===== config.mk =====
export PLATFORM = sky130hd
export DESIGN_NAME = tw_reg_slave
export DESIGN_NICKNAME = d
export VERILOG_FILES = /design/src/rtl/tw_pkg.sv /design/src/rtl/tw_bus_sync.sv /design/src/rtl/tw_regfile.sv /design/src/rtl/tw_reg_slave.sv
export SDC_FILE = /design/constraint.sdc
export NUM_CORES = 1
export LEC_CHECK = 0
export BUFFER_PORTS_ARGS = -buffer_cell sky130_fd_sc_hd__buf_2
export CELL_PAD_IN_SITES_DETAIL_PLACEMENT = 0
export CELL_PAD_IN_SITES_GLOBAL_PLACEMENT = 2
export CORE_AREA = 2 2 197 199
export DETAILED_ROUTE_END_ITERATION = 7
export DIE_AREA = 0 0 199 201
export GPL_TIMING_DRIVEN = 0
export HOLD_SLACK_MARGIN = 0.08
export PLACE_DENSITY = 0.81
export SLEW_MARGIN = 10
export SYNTH_ARGS = -nofsm -noshare
export SYNTH_HDL_FRONTEND = slang
export SYNTH_SLANG_ARGS = --single-unit
export TNS_END_PERCENT = 50

===== constraint.sdc =====
create_clock -name clk -period 3.2 [get_ports clk]
set_clock_uncertainty 0.15 [all_clocks]
set_input_delay 0.16 -clock clk [delete_from_list [all_inputs] [get_ports clk]]
set_output_delay 0.16 -clock clk [all_outputs]
set_load 0.03 [all_outputs]

===== src/rtl/tw_pkg.sv =====
package tw_pkg;
  // Protocol sequencer states
  typedef enum logic [3:0] {
    ST_IDLE,  // bus free, waiting for START
    ST_ADDR,  // receiving address byte
    ST_CMD,   // receiving command byte
    ST_CNT,   // receiving block count byte
    ST_WDAT,  // receiving write data byte
    ST_ACK,   // slave holding SDA low for one SCL pulse
    ST_RDAT,  // shifting a read byte out
    ST_RACK,  // sampling the master acknowledge
    ST_WAIT   // not addressed, waiting for START or STOP
  } tw_state_e;

  localparam int unsigned BYTE_W = 8;
endpackage


===== src/rtl/tw_bus_sync.sv =====
module tw_bus_sync (
  input  logic clk,
  input  logic rst_n,
  input  logic scl_i,
  input  logic sda_i,
  output logic scl_o,
  output logic sda_o,
  output logic scl_rise_o,
  output logic scl_fall_o,
  output logic start_o,
  output logic stop_o
);
  logic scl_m, scl_s, scl_p;
  logic sda_m, sda_s, sda_p;

  // two-stage synchronizers plus one history stage, idle-high
  always_ff @(posedge clk or negedge rst_n) begin
    if (!rst_n) begin
      scl_m <= 1'b1; scl_s <= 1'b1; scl_p <= 1'b1;
      sda_m <= 1'b1; sda_s <= 1'b1; sda_p <= 1'b1;
    end else begin
      scl_m <= scl_i; scl_s <= scl_m; scl_p <= scl_s;
      sda_m <= sda_i; sda_s <= sda_m; sda_p <= sda_s;
    end
  end

  assign scl_o      = scl_s;
  assign sda_o      = sda_s;
  assign scl_rise_o = scl_s & ~scl_p;
  assign scl_fall_o = ~scl_s & scl_p;
  // SDA moving while SCL stays high marks bus conditions
  assign start_o    = scl_s & scl_p & sda_p & ~sda_s;
  assign stop_o     = scl_s & scl_p & ~sda_p & sda_s;
endmodule


===== src/rtl/tw_regfile.sv =====
module tw_regfile #(
  parameter int unsigned DEPTH   = 32,
  parameter logic [7:0]  RST_VAL = 8'h5A
) (
  input  logic               clk,
  input  logic               rst_n,
  input  logic               we_i,
  input  logic [6:0]         waddr_i,
  input  logic [7:0]         wdata_i,
  input  logic [6:0]         raddr_i,
  output logic [7:0]         rdata_o,
  output logic [DEPTH*8-1:0] regs_o
);
  localparam int unsigned AW = (DEPTH > 1) ? $clog2(DEPTH) : 1;

  logic [7:0] mem [DEPTH];

  for (genvar i = 0; i < DEPTH; i++) begin : g_reg
    logic hit;
    assign hit = we_i && (waddr_i == 7'(i));
    always_ff @(posedge clk or negedge rst_n) begin
      if (!rst_n)   mem[i] <= RST_VAL;
      else if (hit) mem[i] <= wdata_i;
    end
    assign regs_o[i*8 +: 8] = mem[i];
  end

  // offsets beyond the bank read as zero
  assign rdata_o = ({1'b0, raddr_i} < 8'(DEPTH)) ? mem[raddr_i[AW-1:0]] : 8'h00;
endmodule


===== src/rtl/tw_reg_slave.sv =====
module tw_reg_slave #(
  parameter int unsigned DEPTH    = 32,
  parameter logic [7:0]  RST_VAL  = 8'h5A,
  parameter logic [6:0]  DEV_ADDR = 7'h69
) (
  input  logic               clk,
  input  logic               rst_n,
  input  logic               scl_i,
  input  logic               sda_i,
  output logic               sda_oe_o,
  output logic [DEPTH*8-1:0] regs_o
);
  import tw_pkg::*;

  localparam logic [7:0] CNT_BYTE = 8'(DEPTH);

  logic scl_s, sda_s, scl_rise, scl_fall, start, stop;

  tw_bus_sync i_sync (
    .clk(clk), .rst_n(rst_n), .scl_i(scl_i), .sda_i(sda_i),
    .scl_o(scl_s), .sda_o(sda_s), .scl_rise_o(scl_rise),
    .scl_fall_o(scl_fall), .start_o(start), .stop_o(stop)
  );

  tw_state_e  state_q, state_d, after_q, after_d;
  logic [3:0] bit_q, bit_d;
  logic [7:0] sh_q, sh_d, tx_q, tx_d;
  logic [6:0] ptr_q, ptr_d;
  logic       blk_q, blk_d, cnt_q, cnt_d, mack_q, mack_d;
  logic       we;
  logic [7:0] rd_data;

  tw_regfile #(.DEPTH(DEPTH), .RST_VAL(RST_VAL)) i_regs (
    .clk(clk), .rst_n(rst_n), .we_i(we), .waddr_i(ptr_q), .wdata_i(sh_q),
    .raddr_i(ptr_q), .rdata_o(rd_data), .regs_o(regs_o)
  );

  // next-state logic
  always_comb begin
    state_d = state_q; after_d = after_q; bit_d = bit_q; sh_d = sh_q;
    tx_d = tx_q; ptr_d = ptr_q; blk_d = blk_q; cnt_d = cnt_q; mack_d = mack_q;
    we = 1'b0;
    if (stop) begin
      state_d = ST_IDLE;
    end else if (start) begin
      state_d = ST_ADDR;
      bit_d   = 4'd0;
    end else begin
      unique case (state_q)
        ST_ADDR, ST_CMD, ST_CNT, ST_WDAT: begin
          if (scl_rise) begin
            sh_d  = {sh_q[6:0], sda_s};
            bit_d = 4'(bit_q + 4'd1);
          end else if (scl_fall && bit_q == 4'd8) begin
            bit_d   = 4'd0;
            state_d = ST_ACK;
            if (state_q == ST_ADDR) begin
              if (sh_q[7:1] == DEV_ADDR) begin
                after_d = sh_q[0] ? ST_RDAT : ST_CMD;
                if (sh_q[0]) begin
                  cnt_d = blk_q;
                  if (blk_q) ptr_d = 7'd0;
                end
              end else begin
                state_d = ST_WAIT;
              end
            end else if (state_q == ST_CMD) begin
              blk_d   = ~sh_q[7];
              ptr_d   = sh_q[7] ? sh_q[6:0] : 7'd0;
              after_d = sh_q[7] ? ST_WDAT : ST_CNT;
            end else if (state_q == ST_CNT) begin
              after_d = ST_WDAT;
            end else begin
              we      = 1'b1;
              ptr_d   = 7'(ptr_q + 7'd1);
              after_d = ST_WDAT;
            end
          end
        end
        ST_ACK, ST_RACK: begin
          if (scl_rise) mack_d = ~sda_s;
          if (scl_fall) begin
            bit_d = 4'd0;
            if (state_q == ST_ACK) state_d = after_q;
            else                   state_d = mack_q ? ST_RDAT : ST_WAIT;
            if ((state_q == ST_ACK && after_q == ST_RDAT) || (state_q == ST_RACK && mack_q)) begin
              tx_d  = cnt_q ? CNT_BYTE : rd_data;
              if (!cnt_q) ptr_d = 7'(ptr_q + 7'd1);
              cnt_d = 1'b0;
            end
          end
        end
        ST_RDAT: begin
          if (scl_rise) begin
            bit_d = 4'(bit_q + 4'd1);
          end else if (scl_fall) begin
            if (bit_q == 4'd8) begin
              state_d = ST_RACK;
              bit_d   = 4'd0;
            end else begin
              tx_d = {tx_q[6:0], 1'b1};
            end
          end
        end
        default: ;
      endcase
    end
  end

  // state registers
  always_ff @(posedge clk or negedge rst_n) begin
    if (!rst_n) begin
      state_q <= ST_IDLE; after_q <= ST_IDLE; bit_q <= 4'd0; sh_q <= 8'd0;
      tx_q <= 8'hFF; ptr_q <= 7'd0; blk_q <= 1'b0; cnt_q <= 1'b0; mack_q <= 1'b0;
    end else begin
      state_q <= state_d; after_q <= after_d; bit_q <= bit_d; sh_q <= sh_d;
      tx_q <= tx_d; ptr_q <= ptr_d; blk_q <= blk_d; cnt_q <= cnt_d; mack_q <= mack_d;
    end
  end

  assign sda_oe_o = (state_q == ST_ACK) || (state_q == ST_RDAT && !tx_q[7]);
endmodule


==> run metrics, run 1 <==
Max H-tree Level=2; Tmin final=3.13 ns; r2r worst-path depth=7; f_max=0.319 GHz; IO buf count=260; Seq/Total Area, Yosys=52.6%; M1 wire length=21.9 mm; CP Launch Type=flop; Syn Nets=1052; routability cong.=0.927; CP Max Fanout=10; initial antenna violation count=0; initial drt markers=686; clock tree sinks=299; Post-synth EDFFs=0; share of cells above drive strength 1=61.2%; synthesized area=14500 um^2; die area=40000 um^2; CP required=3.50 ns; max-cap viol count=0; CTS tree=done; WL met3=4.03 mm; largest net degree at the start of global routing=110; die width=199 um; Starting Density=38.2%; CP endpoint=tx_q[1]; Critical Path AT=3.43 ns; Die Y=201 um; class of the tightest hold or removal check=input port to flop; flop2flop setup slack=0.07 ns; post-layout power=10.8 mW; FF+latch count, synth=299; first-pass GRT wire length=75.3 mm; antenna fix cells=0; GRT Total Usage=26.4%; Core Area=38100 um^2; asr flop ratio synth=100%; Worst Tran Pin Value=1.06 ns; crit path from=ptr_q[1]; RSZ-0062 raised after global routing=no; slowest CP cell=clkbuf_1; Reg2Reg Capture Point=tx_q[1]; Routed Antenna Nets=0; clock slew at reported path FFs=0.06 ns; later-pin clock latency in the skew report=0.55 ns; critical path depth in cells=7; Area Overhead vs Synth=22.7%; DR top layer=met4; cells along the critical path=clkbuf_1 > clkbuf_1 > mux4_2 > mux2i_1 > o211ai_1 > o21ai_0 > a21oi_1; Max-slew headroom=29.0%; Mean Syn Cell Area=14.0 um^2; metal2 WL=24.5 mm; Main synth FF type=dfrtp_1; WL final=52.5 mm; I/O Pins=261; routed len/inst=27.8 um; synth unique cells=61; CTS max path bufs=3; final net count=1358; Peak VDD IR=0.340 mV; reg2reg start=ptr_q[1]; CTS buffer count=36; CP endpoint kind=flop; worst slack at placement=-0.918 ns; status=finished clean; Post-DP HPWL=37.5 mm; Max Slew Vio Count=0; drt drc=0; Rows=72; setup violators final=0; Worst Path Buf+Inv=2; Power per Cell Area=607 nW/um^2; vias=10598; GRT overflow=0; delay of the slowest critical-path stage=0.76 ns; leakage power=8.40 nW; Crit Path Class=flop to flop; Hold Violations, Final=0; final period utilization=97.8%; CP top delay family=buffers and inverters; commonest non-fill, non-tap cells in the layout=mux2_2, buf_2, dfrtp_1, dfstp_2, clkbuf_1; Syn. warnings=0; fin worst setup slack=0.0697 ns; most used cell, CP=clkbuf_1; Mapped Cells=1039; router iterations before antenna repair=5; vias per cell=5.61; vias in the first global route=10783; root buffer cell=clkbuf_16; commonest non-fill, non-tap cell in the layout=mux2_2
timing repair:
| action | in CTS | in global routing |
|---|---|---|
| endpoints found under the hold margin | 146 | 0 |
| hold buffers | 3 | 0 |
| endpoints found under the setup margin | 247 | 111 |
| buffers inserted | 3 | 1 |
| pin swaps | 3 | 1 |
| gates resized for setup | 16 | 15 |
per-stage QoR:
step           setup TNS (ns)  cell area, um^2  instances  utilization (%)  hold slack [ns]
5_1_grt                     0            17900       1890             46.8            0.116
3_5_place_dp          -112.59            16600       1820             43.5            0.112
2_1_floorplan               0            14500       1039                -           -0.286
4_1_cts                     0            17800       1889             46.8            0.102
3_3_place_gp          -960.72            16500       1817             43.3            0.117
6_report                    0            17900       1890             46.8            0.117
worst register-to-register path, stage by stage, from the launching register on:
cell,delay (ns)
dfrtp_1,0.38
clkbuf_1,0.31
clkbuf_1,0.76
mux4_2,0.46
mux2i_1,0.45
o211ai_1,0.15
o21ai_0,0.27
a21oi_1,0.10
sequential cells by signal, summed over array words and instances (netlist names), 3 cells and up:
name,flops
sh_q,8
ptr_q,7
i_regs.regs_o,256
state_q,4
after_q,3
tx_q,8
bit_q,4
cell families (layout without fill, tap and decap cells):
| logic type | Yosys count | in the layout | share of synthesized area (%) |
|---|---|---|---|
| flip-flops | 299 | 299 | 52.6 |
| buffers and inverters | 99 | 432 | 2.67 |
| XOR/XNOR | 1 | 1 | 0.0602 |
| multiplexers | 341 | 341 | 31.3 |
| AND/OR/NAND/NOR | 197 | 197 | 8.27 |
| adder cells (fa/ha/maj) | 9 | 9 | 0.774 |
| AO/OA/AOI/OAI | 93 | 93 | 4.31 |
cell type report:
cell class | count | area, um^2
inverter | 15 | 56.3
timing repair buffer | 270 | 1450
sequential | 299 | 7660
clock inverter | 7 | 65.1
fill | 3473 | 20300
buffer | 82 | 343
multi-input combinational | 641 | 6550
clock buffer | 58 | 1080
tap | 518 | 648
synth_stat cells (3+ instances only):
cell type	count	share of area, %
nand2b_1	6	0.26
a21o_1	3	0.15
mux4_2	64	9.9
nor3b_1	5	0.26
o31ai_1	6	0.31
nand3_2	6	0.41
clkbuf_1	62	1.6
or3_1	4	0.17
inv_1	15	0.39
dfstp_2	142	26
a21oi_1	26	0.89
o21ai_0	11	0.38
o41ai_1	7	0.42
nor2b_1	14	0.60
o21a_1	7	0.36
mux2i_1	10	0.69
a31oi_1	3	0.13
nand3_4	9	1.1
mux2_2	267	21
nor2_1	22	0.57
ha_1	9	0.77
nand2_1	33	0.85
nand3_1	51	1.8
dfrtp_1	157	27
and3_1	4	0.17
nand4_1	11	0.47
buf_1	18	0.46
nor3_1	8	0.28
nor4_1	5	0.21
o211ai_1	8	0.41
and3b_1	3	0.18
routing by layer:
metal	track usage, %	vias to the layer above
met3	7.69	95
met4	10.0	0
met2	40.8	383
li1	-	4520
met1	35.1	5600
met5	0	-
how the worst min path moves through the flow:
stage / start / end / slack (ns) / cells after the start
finish: scl_i / i_sync.scl_m / 0.12 / 2
global placement: scl_i / i_sync.scl_m / 0.12 / 1
detailed placement: rst_n / i_regs.regs_o[64] / 0.11 / 2
global route: scl_i / i_sync.scl_m / 0.12 / 2
floorplan: rst_n / after_q[0] / -0.29 / 0
CTS: sda_i / i_sync.sda_m / 0.10 / 2
power breakdown:
| group | internal, mW | leakage, nW | total (mW) | switching (mW) |
|---|---|---|---|---|
| Combinational | 0.728 | 4.19 | 2.80 | 2.07 |
| Clock | 2.33 | 0.561 | 3.99 | 1.66 |
| Sequential | 3.96 | 3.65 | 4.05 | 0.0926 |
| Total | 7.01 | 8.40 | 10.8 | 3.83 |
No activity file was read; power rests on OpenSTA's default activity.
==> run 2, diff against run 1 <==
PLACE_DENSITY = 0.77   (was 0.81)
==> run metrics, run 2 (synthesis results as in run 1) <==
vias in the first global route=10752; Sw Share=35.0%; CP top delay family=buffers and inverters; drt drc=0; commonest non-fill, non-tap cells in the layout=mux2_2, buf_2, dfrtp_1, dfstp_2, clkbuf_1; CP required=3.49 ns; WL final=53.6 mm; Clock Power Share=37.2%; router iterations before antenna repair=5; routed len/inst=28.4 um; initial drt markers=757; register share of total power=37.2%; CP Launch Type=flop; final period utilization=101%; first-pass GRT wire length=77.0 mm; cell area after layout=17800 um^2; CTS max path bufs=3; GRT Total Usage=26.9%; slowest CP cell=clkbuf_1; Routed Antenna Nets=0; Post-DP Area=16600 um^2; setup violators final=2; die width=199 um; Max-slew headroom=20.2%; Int Power=7.12 mW; largest net degree at the start of global routing=110; Max H-tree Level=2; leakage power=8.39 nW; Hold Violations, Final=0; status=finished, violations left; GRT overflow=0; Max Slew Vio Count=0; Core Area=38100 um^2; Starting Density=38.2%; fin worst setup slack=-0.0327 ns; max reg flops=256; commonest non-fill, non-tap cell in the layout=mux2_2; Area Overhead vs Synth=22.6%; CP Max Fanout=10; RSZ-0062 raised after global routing=yes; root buffer cell=clkbuf_16; routability cong.=0.907; final std cells w/o fill=1888; Logic pwr share=25.6%; Peak VDD IR=0.334 mV; net switching power=3.82 mW; Worst Tran Pin Value=1.20 ns; Rows=72; failing checks=setup timing; f_max=0.309 GHz; final net count=1356; Post-DP HPWL=38.2 mm; vias=10536; initial antenna violation count=1; clock slew at reported path FFs=0.06 ns; Tmin final=3.23 ns; class of the tightest hold or removal check=input port to asynchronous set/reset pin; share of cells above drive strength 1=61.2%; later-pin clock latency in the skew report=0.52 ns; CP endpoint kind=flop; Crit Path Class=flop to flop; CTS buffer count=36; vias per cell=5.58; die area=40000 um^2; Critical Path AT=3.52 ns; cells along the critical path=clkbuf_1 > clkbuf_1 > mux4_2 > mux2i_1 > o211ai_1 > o21ai_0 > a21oi_1; CTS tree=done; placed insts=1819; clock tree sinks=299; I/O Pins=261; delay of the slowest critical-path stage=0.88 ns; IO buf count=260; Worst Path Buf+Inv=2; antenna fix cells=0; most used cell, CP=clkbuf_1; max-cap viol count=0; Die Y=201 um; Power per Cell Area=613 nW/um^2
run 2: changes by cell type in the layout (fill, tap and decap cells not counted), moves of 2 or more:
cell       delta
clkbuf_2      -2
clkbuf_1      -2
buf_1         +2
inv_6         +2
inv_16        -2
bufinv_16     +2
run 2: timing repair:
action / 4_1_cts / 5_1_grt
hold buffers: 3 / 0
pin swaps: 3 / 1
gates resized for setup: 15 / 14
hold endpoints to repair: 87 / 0
setup endpoints to repair: 234 / 158
gates cloned: 0 / 0
buffers inserted: 4 / 0
run 2: layer usage:
metal	vias up	track usage [%]	wire length [um]
met5	-	0	13
met3	94	7.91	4270
met4	2	9.91	2090
met1	5570	35.8	22300
li1	4498	-	-
met2	372	41.6	24900
run 2: final timing paths:
check	depth (start not counted)	end	slack [ns]	start
max	7	tx_q[6]	-0.03	ptr_q[1]
min	2	i_regs.regs_o[72]	0.09	rst_n
max reg2reg	7	tx_q[6]	-0.03	ptr_q[1]
min reg2reg	0	i_sync.scl_o	0.20	i_sync.scl_m
max in group asynchronous	3	i_regs.regs_o[137]	1.77	rst_n
min in group clk	2	i_sync.sda_m	0.14	sda_i
run 2: area by class of cell:
cell class	instances	area, um^2
Inverter	15	56.3
Timing Repair Buffer	269	1430
Multi-Input combinational cell	641	6560
Clock inverter	8	97.6
Tap cell	518	648
Clock buffer	57	1060
Fill cell	3518	20300
Buffer	81	337
Sequential cell	299	7660
run 2: stage by stage:
stage                     utilization, %   TNS, ns  power, mW  setup slack [ns]  hold slack (ns)
after floorplan                        -         0       5.61             0.384           -0.286
after global placement              43.3   -974.47       6.85             -3.85            0.118
after detailed placement            43.5   -104.92       6.88            -0.908           0.0726
after CTS                           46.7  -0.00586       11.0          -0.00375            0.122
after global routing                46.8    -0.174       11.3           -0.0361            0.148
final                               46.8   -0.0650       10.9           -0.0327           0.0929
run 2: power by group through the flow:
stage | logic, mW | registers, mW | clock network [mW]
after global routing | 2.98 | 4.08 | 4.28
final | 2.80 | 4.07 | 4.07
after detailed placement | 2.77 | 4.11 | 0
after floorplan | 1.54 | 4.08 | 0
after global placement | 2.75 | 4.10 | 0
after CTS | 2.80 | 4.05 | 4.13
